===== src/rtl/br_pkg.sv =====
package br_pkg;
    localparam int unsigned PC_W     = 64;
    localparam int unsigned INSN_W   = 32;
    localparam int unsigned RIDX_W   = 5;
    localparam int unsigned FLAG_W   = 4;
    localparam int unsigned STEP     = 4;
    localparam logic [RIDX_W-1:0] ZERO_IDX = RIDX_W'(31);

    typedef logic [PC_W-1:0]   addr_t;
    typedef logic [INSN_W-1:0] word_t;

    typedef enum logic [2:0] {
        GRP_JUMP, GRP_CMPB, GRP_TBIT, GRP_COND,
        GRP_SYS,  GRP_EXC,  GRP_REG,  GRP_NONE
    } grp_e;

    typedef struct packed {
        logic  fault;
        logic  unsup;
        logic  link;
        addr_t target;
    } br_res_t;

    function automatic grp_e grp_of(input logic [6:0] op7, input logic b24);
        grp_e g;
        case (op7)
            7'h0a, 7'h0b, 7'h4a, 7'h4b: g = GRP_JUMP;
            7'h1a, 7'h5a:               g = GRP_CMPB;
            7'h1b, 7'h5b:               g = GRP_TBIT;
            7'h2a:                      g = GRP_COND;
            7'h6a:                      g = b24 ? GRP_SYS : GRP_EXC;
            7'h6b:                      g = GRP_REG;
            default:                    g = GRP_NONE;
        endcase
        return g;
    endfunction
endpackage


===== src/rtl/br_cond_eval.sv =====
module br_cond_eval
    import br_pkg::*;
(
    input  logic [3:0]        cond,
    input  logic [FLAG_W-1:0] nzcv,
    output logic              pass
);
    logic fn, fz, fc, fv, base;

    assign fn = nzcv[3];
    assign fz = nzcv[2];
    assign fc = nzcv[1];
    assign fv = nzcv[0];

    always_comb begin
        case (cond[3:1])
            3'd0:    base = fz;
            3'd1:    base = fc;
            3'd2:    base = fn;
            3'd3:    base = fv;
            3'd4:    base = fc & ~fz;
            3'd5:    base = (fn == fv);
            3'd6:    base = ~fz & (fn == fv);
            default: base = 1'b1;
        endcase
    end

    // codes 0xE and 0xF both always pass; the low bit inverts only real conditions
    assign pass = (cond[3:1] == 3'd7) ? 1'b1 : (base ^ cond[0]);
endmodule


===== src/rtl/br_decode.sv =====
module br_decode
    import br_pkg::*;
(
    input  word_t             insn,
    input  addr_t             pc,
    input  logic [FLAG_W-1:0] nzcv,
    output logic [RIDX_W-1:0] rf_raddr,
    input  addr_t             rf_rdata,
    output br_res_t           res
);
    grp_e  grp;
    addr_t seq_pc, src_val;
    addr_t off_jump, off_cond, off_tbit;
    logic  cond_ok, tbit_val;
    logic [5:0] tbit_pos;

    assign grp    = grp_of(insn[31:25], insn[24]);
    assign seq_pc = pc + addr_t'(STEP);

    // bit tests read Rt, register branches read Rn
    assign rf_raddr = (grp == GRP_TBIT) ? insn[4:0] : insn[9:5];
    assign src_val  = (rf_raddr == ZERO_IDX) ? '0 : rf_rdata;

    assign off_jump = {{(PC_W-28){insn[25]}}, insn[25:0], 2'b00};
    assign off_cond = {{(PC_W-21){insn[23]}}, insn[23:5], 2'b00};
    assign off_tbit = {{(PC_W-16){insn[18]}}, insn[18:5], 2'b00};

    assign tbit_pos = {insn[31], insn[23:19]};
    assign tbit_val = src_val[tbit_pos];

    br_cond_eval u_cond (
        .cond (insn[3:0]),
        .nzcv (nzcv),
        .pass (cond_ok)
    );

    always_comb begin
        res        = '0;
        res.target = seq_pc;
        case (grp)
            GRP_JUMP: begin
                res.target = pc + off_jump;
                res.link   = insn[31];
            end
            GRP_TBIT: begin
                if (tbit_val == insn[24]) res.target = pc + off_tbit;
            end
            GRP_COND: begin
                if (insn[4] | insn[24]) res.fault = 1'b1;
                else if (cond_ok)       res.target = pc + off_cond;
            end
            GRP_REG: begin
                if (insn[20:16] != 5'h1f || insn[15:10] != 6'd0 || insn[4:0] != 5'd0) begin
                    res.fault = 1'b1;
                end else begin
                    case (insn[24:21])
                        4'd0, 4'd2: res.target = src_val;
                        4'd1: begin
                            res.target = src_val;
                            res.link   = 1'b1;
                        end
                        4'd4, 4'd5: begin
                            res.fault = 1'b1;
                            res.unsup = (insn[9:5] == ZERO_IDX);
                        end
                        default: res.fault = 1'b1;
                    endcase
                end
            end
            GRP_SYS: begin
                if (insn[20:19] != 2'd0) begin
                    res.fault = 1'b1;
                    res.unsup = 1'b1;
                end else if (insn[21] || insn[4:0] != ZERO_IDX) begin
                    res.fault = 1'b1;
                end else begin
                    case (insn[15:12])
                        4'd2: res.fault = (insn[18:16] != 3'd3);
                        4'd3: begin
                            if (insn[18:16] != 3'd3) begin
                                res.fault = 1'b1;
                            end else begin
                                case (insn[7:5])
                                    3'd4, 3'd5, 3'd6: res.fault = 1'b0;
                                    3'd2: begin
                                        res.fault = 1'b1;
                                        res.unsup = 1'b1;
                                    end
                                    default: res.fault = 1'b1;
                                endcase
                            end
                        end
                        4'd4: begin
                            res.fault = 1'b1;
                            res.unsup = 1'b1;
                        end
                        default: res.fault = 1'b1;
                    endcase
                end
            end
            GRP_CMPB, GRP_EXC: begin
                res.fault = 1'b1;
                res.unsup = 1'b1;
            end
            default: res.fault = 1'b1;
        endcase
    end

    // a faulting word never requests a link write
    always_comb begin
        a_r12_no_link_on_fault: assert (!(res.fault && res.link));
    end

    // unsupported is a sub-case of a fault
    always_comb begin
        a_r11_unsup_is_fault: assert (!res.unsup || res.fault);
    end
endmodule


===== src/rtl/br_unit.sv =====
module br_unit
    import br_pkg::*;
#(
    parameter logic [63:0] RESET_VEC = 64'h0000_0000_0000_1000
) (
    input  logic        clk,
    input  logic        rst,
    input  logic        insn_valid,
    input  logic [31:0] insn,
    input  logic [3:0]  nzcv,
    output logic [4:0]  rf_raddr,
    input  logic [63:0] rf_rdata,
    output logic [63:0] pc_q,
    output logic        lr_we,
    output logic [63:0] lr_wdata,
    output logic        undef_o,
    output logic        unsup_o,
    output logic [63:0] fault_pc
);
    br_res_t dec;

    br_decode u_dec (
        .insn     (insn),
        .pc       (pc_q),
        .nzcv     (nzcv),
        .rf_raddr (rf_raddr),
        .rf_rdata (rf_rdata),
        .res      (dec)
    );

    always_ff @(posedge clk) begin
        if (rst) begin
            pc_q     <= RESET_VEC;
            lr_we    <= 1'b0;
            lr_wdata <= '0;
            undef_o  <= 1'b0;
            unsup_o  <= 1'b0;
            fault_pc <= '0;
        end else begin
            lr_we   <= 1'b0;
            undef_o <= 1'b0;
            unsup_o <= 1'b0;
            if (insn_valid) begin
                if (dec.fault) begin
                    undef_o  <= 1'b1;
                    unsup_o  <= dec.unsup;
                    fault_pc <= pc_q;
                end else begin
                    pc_q <= dec.target;
                    if (dec.link) begin
                        lr_we    <= 1'b1;
                        lr_wdata <= pc_q + addr_t'(STEP);
                    end
                end
            end
        end
    end

    a_r2_idle_holds_pc: assert property (@(posedge clk) disable iff (rst)
        !insn_valid |=> $stable(pc_q));

    a_r2_idle_no_pulse: assert property (@(posedge clk) disable iff (rst)
        !insn_valid |=> (!undef_o && !lr_we && !unsup_o));

    a_r12_pc_at_fault: assert property (@(posedge clk) disable iff (rst)
        undef_o |-> (pc_q == fault_pc));

    a_r12_fault_no_link: assert property (@(posedge clk) disable iff (rst)
        undef_o |-> !lr_we);

    a_r11_unsup_with_undef: assert property (@(posedge clk) disable iff (rst)
        unsup_o |-> undef_o);

    a_r3_link_value: assert property (@(posedge clk) disable iff (rst)
        lr_we |-> (lr_wdata == $past(pc_q) + 64'd4));
endmodule


===== config.mk =====
export PLATFORM = sky130hd
export DESIGN_NAME = br_unit
export DESIGN_NICKNAME = d
export VERILOG_FILES = /design/src/rtl/br_pkg.sv /design/src/rtl/br_cond_eval.sv /design/src/rtl/br_decode.sv /design/src/rtl/br_unit.sv
export SDC_FILE = /design/constraint.sdc
export NUM_CORES = 1
export LEC_CHECK = 0
export BUFFER_PORTS_ARGS = -buffer_cell sky130_fd_sc_hd__buf_2
export CORE_UTILIZATION = 45
export DETAILED_ROUTE_END_ITERATION = 10
export PLACE_DENSITY_LB_ADDON = 0.15
export SETUP_SLACK_MARGIN = 0.15
export SYNTH_ARGS = -nofsm -noshare
export SYNTH_HDL_FRONTEND = slang
export SYNTH_SLANG_ARGS = --single-unit

===== constraint.sdc =====
create_clock -name clk -period 10.61 [get_ports clk]
set_input_delay 0.5305 -clock clk [delete_from_list [all_inputs] [get_ports clk]]
set_output_delay 0.5305 -clock clk [all_outputs]
set_load 0.1 [all_outputs]

; ---- Word-level counts from Yosys, hierarchy flattened
; Cells that the tools add are included.
[totals]
regBits = 195
input_bits = 103
elab_cells = 116
[classes]
n_reduce_logical = 23
magnitude_cmp = 1
eq_ne = 42
bitwise = 7
addsub = 4
n_mux = 33
[op_table]
columns = op, n
row1 = $mux 64, 5
row2 = $pmux 64 s4, 1
row3 = $add 64x64->64, 3
row4 = $mux 66, 1
row5 = $add 64x3->64 const B, 1
row6 = $eq 7x7->1 const B, 6
row7 = $eq 3x3->1 const B, 10
row8 = $pmux 3 s6, 1
row9 = $mux 1, 16
row10 = $eq 3x2->1 const B, 5
row11 = $eq 7x4->1 const B, 2
row12 = $eq 7x5->1 const B, 2
row13 = $eq 4x2->1 const B, 3
row14 = $eq 4x3->1 const B, 3
row15 = $reduce_or 2->1, 6
row16 = $reduce_or 3->1, 4
row17 = $eq 5x5->1 const B, 2
row18 = $ne 5x5->1 const B, 2
row19 = $eq 7x6->1 const B, 1
row20 = $lt 6x7->1 const B, 1
row21 = $pmux 1 s7, 1
row22 = $bmux 1 s6, 1
row23 = $eq 3x1->1 const B, 2
row24 = $logic_not 3->1, 2
row25 = other kinds (20), 29

; ---- Logic depth before layout (Yosys ltp)
[logic_depth]
ltp_word = 12
ltp_mapped = 15
depth_no_buf = 13

; ---- Cells and area by module
; From an unflattened synthesis, not the netlist that was laid out.
[unflattened]
cells_unflattened = 3289
area_unflattened_um2 = 22912.0
[modules_own_cells]
columns = mod, instances, area_each_um2, cells_each
row1 = br_decode, 1, 14584.0, 2241
row2 = br_unit, 1, 8186.6, 1028
row3 = br_cond_eval, 1, 141.4, 20

; ---- Least setup slack after synthesis
; Ideal clock, no wire load.
[synth_timing]
kind = register to register
startpoint = register pc_q[23]
endpoint = register pc_q[62]
synth_period_minus_slack_ns = 4.163
stages_incl_launch_ff = 13
n_path_buf = 0
t_required_ns = 10.485
setup_ns = 0.125
arrival_time_ns = 4.038
setup_slack_ns = 6.447
cell_sequence = dfxtp_1 -> ha_1 -> and4_1 -> or3_1 -> o211ai_1 -> nor3_1 -> o311ai_1 -> o41ai_1 -> a311oi_1 -> o21ai_0 -> xor2_1 -> a211oi_1 -> o21ai_0
[synth_via]
elab_chain_cells = 4
[synth_lines]
columns = item, line_no
row1 = start: declaration, br_unit.sv:13  ; output logic [63:0] pc_q,
row2 = start signal: assignment, br_unit.sv:49  ; pc_q <= dec.target;
row3 = $add 64x3->64 / $add 64x64->64 (equally long branches), "br_decode.sv:18, br_decode.sv:50"
row4 = $mux 64 (on tied branches), "br_decode.sv:56, br_decode.sv:50"
row5 = $mux 66 / $mux 64 (equally long branches), "br_decode.sv:53, br_decode.sv:49"
row6 = $pmux 64 s4 (*), br_decode.sv:40  ; case (grp)
; Mark *: on every way between the ends. The rest lies on a longest branch, timed or not.
; A chain may end at the register's enable or synchronous reset.

; ---- Worst setup path after layout
[layout_timing]
startpoint = register pc_q[2]
endpoint = register pc_q[62]
; Same word-level chain as after synthesis.

==> flow_summary.yaml <==
synthesis:
  synth-seq-cells: 195
  synth_area_mm2: 0.0212
  yosys-top-cells-area: "dfxtp_1, ha_1, a21oi_1"
  ys_types: 99
  syn_inst: 2864
  yosysTopAreaCellShare_pct: 18.4
  synth_edf_count: 0
  ys_seq_area_share_pct: 18.4
  yosysMostFrequentCell: "nor2_1"
  ys.flop_type: "dfxtp_1"
  ys_top_cells_by_count: "nor2_1, a21oi_1, nand2_1, dfxtp_1, o21ai_0"
  synth.net_count: 3137
  synthArstFlopShare_pct: 0
  synth_warnings: 0
  avgSynthCellArea_um2: 7.41
  yosys.area.top_type: "dfxtp_1"
die:
  die_w_um: 219
  io_pins: 303
  fp.dieH_um: 219
  dieArea_mm2: 0.0480
  coreArea_mm2: 0.0466
  fp-row-count: 79
  initial_utilization_pct: 45.6
global_routing:
  grt_usage_pct: 40.0
  antenna_found_initial: 3
  grt_pass1_wl_um: 143000
  grt_max_degree: 88
  grt_pass1_vias: 22300
  grt.overflow.total: 0
layout:
  fillers: 4708
  utilization_pct: 50.7
  design_area_mm2: 0.0236
  ff_latch_area_mm2: 0.00390
  areaGrowthSynthToFinish_pct: 11.1
  multi_input_area_mm2: 0.0164
  finalNetCount: 3315
  drive_above_1_share_pct: 14.3
sta:
  period_share_pct: 53.1
  slew_headroom_pct: 5.29
  hold_viol_final: 0
  report.final.setup_viol: 0
  fin_skew_ps: 22.2
  fin_ws_ps: 4980
  slew_violations: 0
  rsz0062_at_grt: "false"
  max_freq_mhz: 178
  period_minus_slack_ps: 5630
  tightest_slew_ps: 1420
  tns_ps: 0
worst_setup_path:
  cp_data_required_time_ps: 11030
  regToRegEndpoint: "pc_q[62]$_SDFFE_PP0P_"
  rrSetupSlack_ps: 4980
  path_class: "reg2reg"
  worstRegToRegCells: 13
  r2r_start: "pc_q[2]$_SDFFE_PP0P_"
  worstSetupStartpointType: "flip-flop"
  setup.worst_path.end: "pc_q[62]$_SDFFE_PP0P_"
  crit_path_start: "pc_q[2]$_SDFFE_PP0P_"
  cp.arrival_ps: 6050
  cp_max_fo: 10
  critPathCaptureType: "flip-flop"
route:
  drt_iter0_markers: 2718
  drcViolationCount: 0
  firstDrtPassIters: 8
  antenna_left: 0
  totalWireLength_um: 98300
  vias_per_cell: 6.69
  vias: 24500
  post_drt_wl_per_cell_um: 26.8
clock_tree:
  htree_levels: 4
  clockBufferDepth: 2
  post_cts_buffers: 0
  clk_pin_slew_ps: 80
  clk_latency_ps: 530
  cts_tree: "yes"
  cts_buffers: 17
  ctsHoldBuffers: 0
  cts.repair.resized: 0
  cts_num_sinks: 195
  clock-root-buffer: "clkbuf_16"
placement:
  hpwlAfterDp_um: 73600
  dp_slack_ps: 5030
  portBuffers: 302
  place.gp.congestion: 1.09
  post_dp_cell_area_mm2: 0.0231
pwr:
  p_int_mw: 1.18
  seqPwrFrac_pct: 39.9
  ir_worst_vdd_mv: 0.0828
  p_leak_nw: 10.6
  p_per_area_mw_per_mm2: 79.2
  p_comb_share_pct: 25.8
  p_clk_share_pct: 34.4
  p_sw_mw: 0.686
  switching_share_pct: 36.7
min_path:
  min_from: "rf_rdata[1]"
  hp-class: "in2reg"
run_status:
  run_status: "completed"
run:
  max-cap-violations: 0
[power groups by stage]
stage	Sequential [mW]	Combinational [mW]	Clock, mW
2_1_floorplan	0.789	0.279	0
3_3_place_gp	0.762	0.465	0
3_5_place_dp	0.762	0.466	0
4_1_cts	0.745	0.469	0.653
5_1_grt	0.746	0.507	0.673
6_report	0.745	0.481	0.642
[registers in the layout, summed over array words and instances, names as in the netlist]
signal	cells
unsup_o	1
undef_o	1
pc_q	64
fault_pc	64
lr_we	1
lr_wdata	64
[layout make-up]
| class | instances | share of cell area (%) |
|---|---|---|
| Antenna cell | 4 | 0.0424 |
| Sequential cell | 195 | 16.6 |
| Clock buffer | 18 | 1.82 |
| Clock inverter | 13 | 0.371 |
| Tap cell | 607 | 3.22 |
| Inverter | 60 | 0.955 |
| Timing Repair Buffer | 331 | 7.36 |
| Multi-Input combinational cell | 2437 | 69.7 |
[cell usage in the layout (no fill, tap or decap), types with 17 or more instances in the layout]
| master | n |
|---|---|
| a221oi_1 | 47 |
| o221ai_1 | 23 |
| dfxtp_1 | 195 |
| nand3_1 | 86 |
| o211ai_1 | 39 |
| inv_1 | 59 |
| nand4_1 | 51 |
| nor2_1 | 295 |
| a21oi_1 | 292 |
| and2_1 | 19 |
| nand2b_1 | 22 |
| buf_4 | 29 |
| and3_1 | 46 |
| a21o_1 | 91 |
| o21a_1 | 30 |
| nor2b_1 | 25 |
| nor3_1 | 60 |
| xnor2_1 | 113 |
| nand2_1 | 249 |
| a31oi_1 | 18 |
| xor2_1 | 89 |
| ha_1 | 168 |
| buf_2 | 301 |
| o21ai_0 | 180 |
| mux2i_1 | 76 |
| a211oi_1 | 104 |
| clkbuf_16 | 17 |
| o21bai_1 | 29 |
[worst min path at each step]
stage | cells after the start | end | slack, ps
6_report | 3 | pc_q[1]$_SDFFE_PP0P_ | 260
5_1_grt | 3 | pc_q[1]$_SDFFE_PP0P_ | 280
2_1_floorplan | 2 | pc_q[0]$_SDFFE_PP0P_ | 460
3_5_place_dp | 2 | lr_wdata[0]$_SDFFE_PP0P_ | 450
4_1_cts | 3 | pc_q[1]$_SDFFE_PP0P_ | 240
3_3_place_gp | 2 | lr_wdata[1]$_SDFFE_PP0P_ | 450
[worst max-delay path, stage by stage, from the launching register on]
cell and delay [ps]:
dfxtp_1 530, ha_1 280, fa_1 250, a211oi_1 110
o21ai_0 780, o211ai_1 320, a311oi_1 620, o311ai_1 400
o41ai_1 1110, a311oi_1 370, o21ai_0 300, xor2_1 100
a211oi_1 230, o21ai_0 110
[per-layer routing]
layer | global-route usage (%) | up-vias | part of all wire (%)
li1 | - | 11100 | -
met3 | 6.90 | 315 | 9.4
met5 | 0 | - | 0
met4 | 24.9 | 0 | 6.3
met2 | 61.7 | 1459 | 44
met1 | 51.5 | 11600 | 40
[cell families (layout without fill, tap and decap cells)]
group	count (synthesis)	in the layout	synth area share, %
adder cells (fa/ha/maj)	170	170	10.1
multiplexers	98	98	5.54
buffers and inverters	232	422	4.50
XOR/XNOR	203	203	8.41
AO/OA/AOI/OAI	1013	1013	31.7
other	0	4	0
AND/OR/NAND/NOR	953	953	21.4
flip-flops	195	195	18.4
[stage by stage]
stage | total power [mW] | instances | hold slack [ps]
after floorplan | 1.07 | 2864 | 458
after global placement | 1.23 | 3630 | 446
after detailed placement | 1.23 | 3630 | 447
after CTS | 1.87 | 3661 | 239
after global routing | 1.93 | 3661 | 282
final | 1.87 | 3665 | 262
Note: power is estimated with default switching activity, not from simulation.
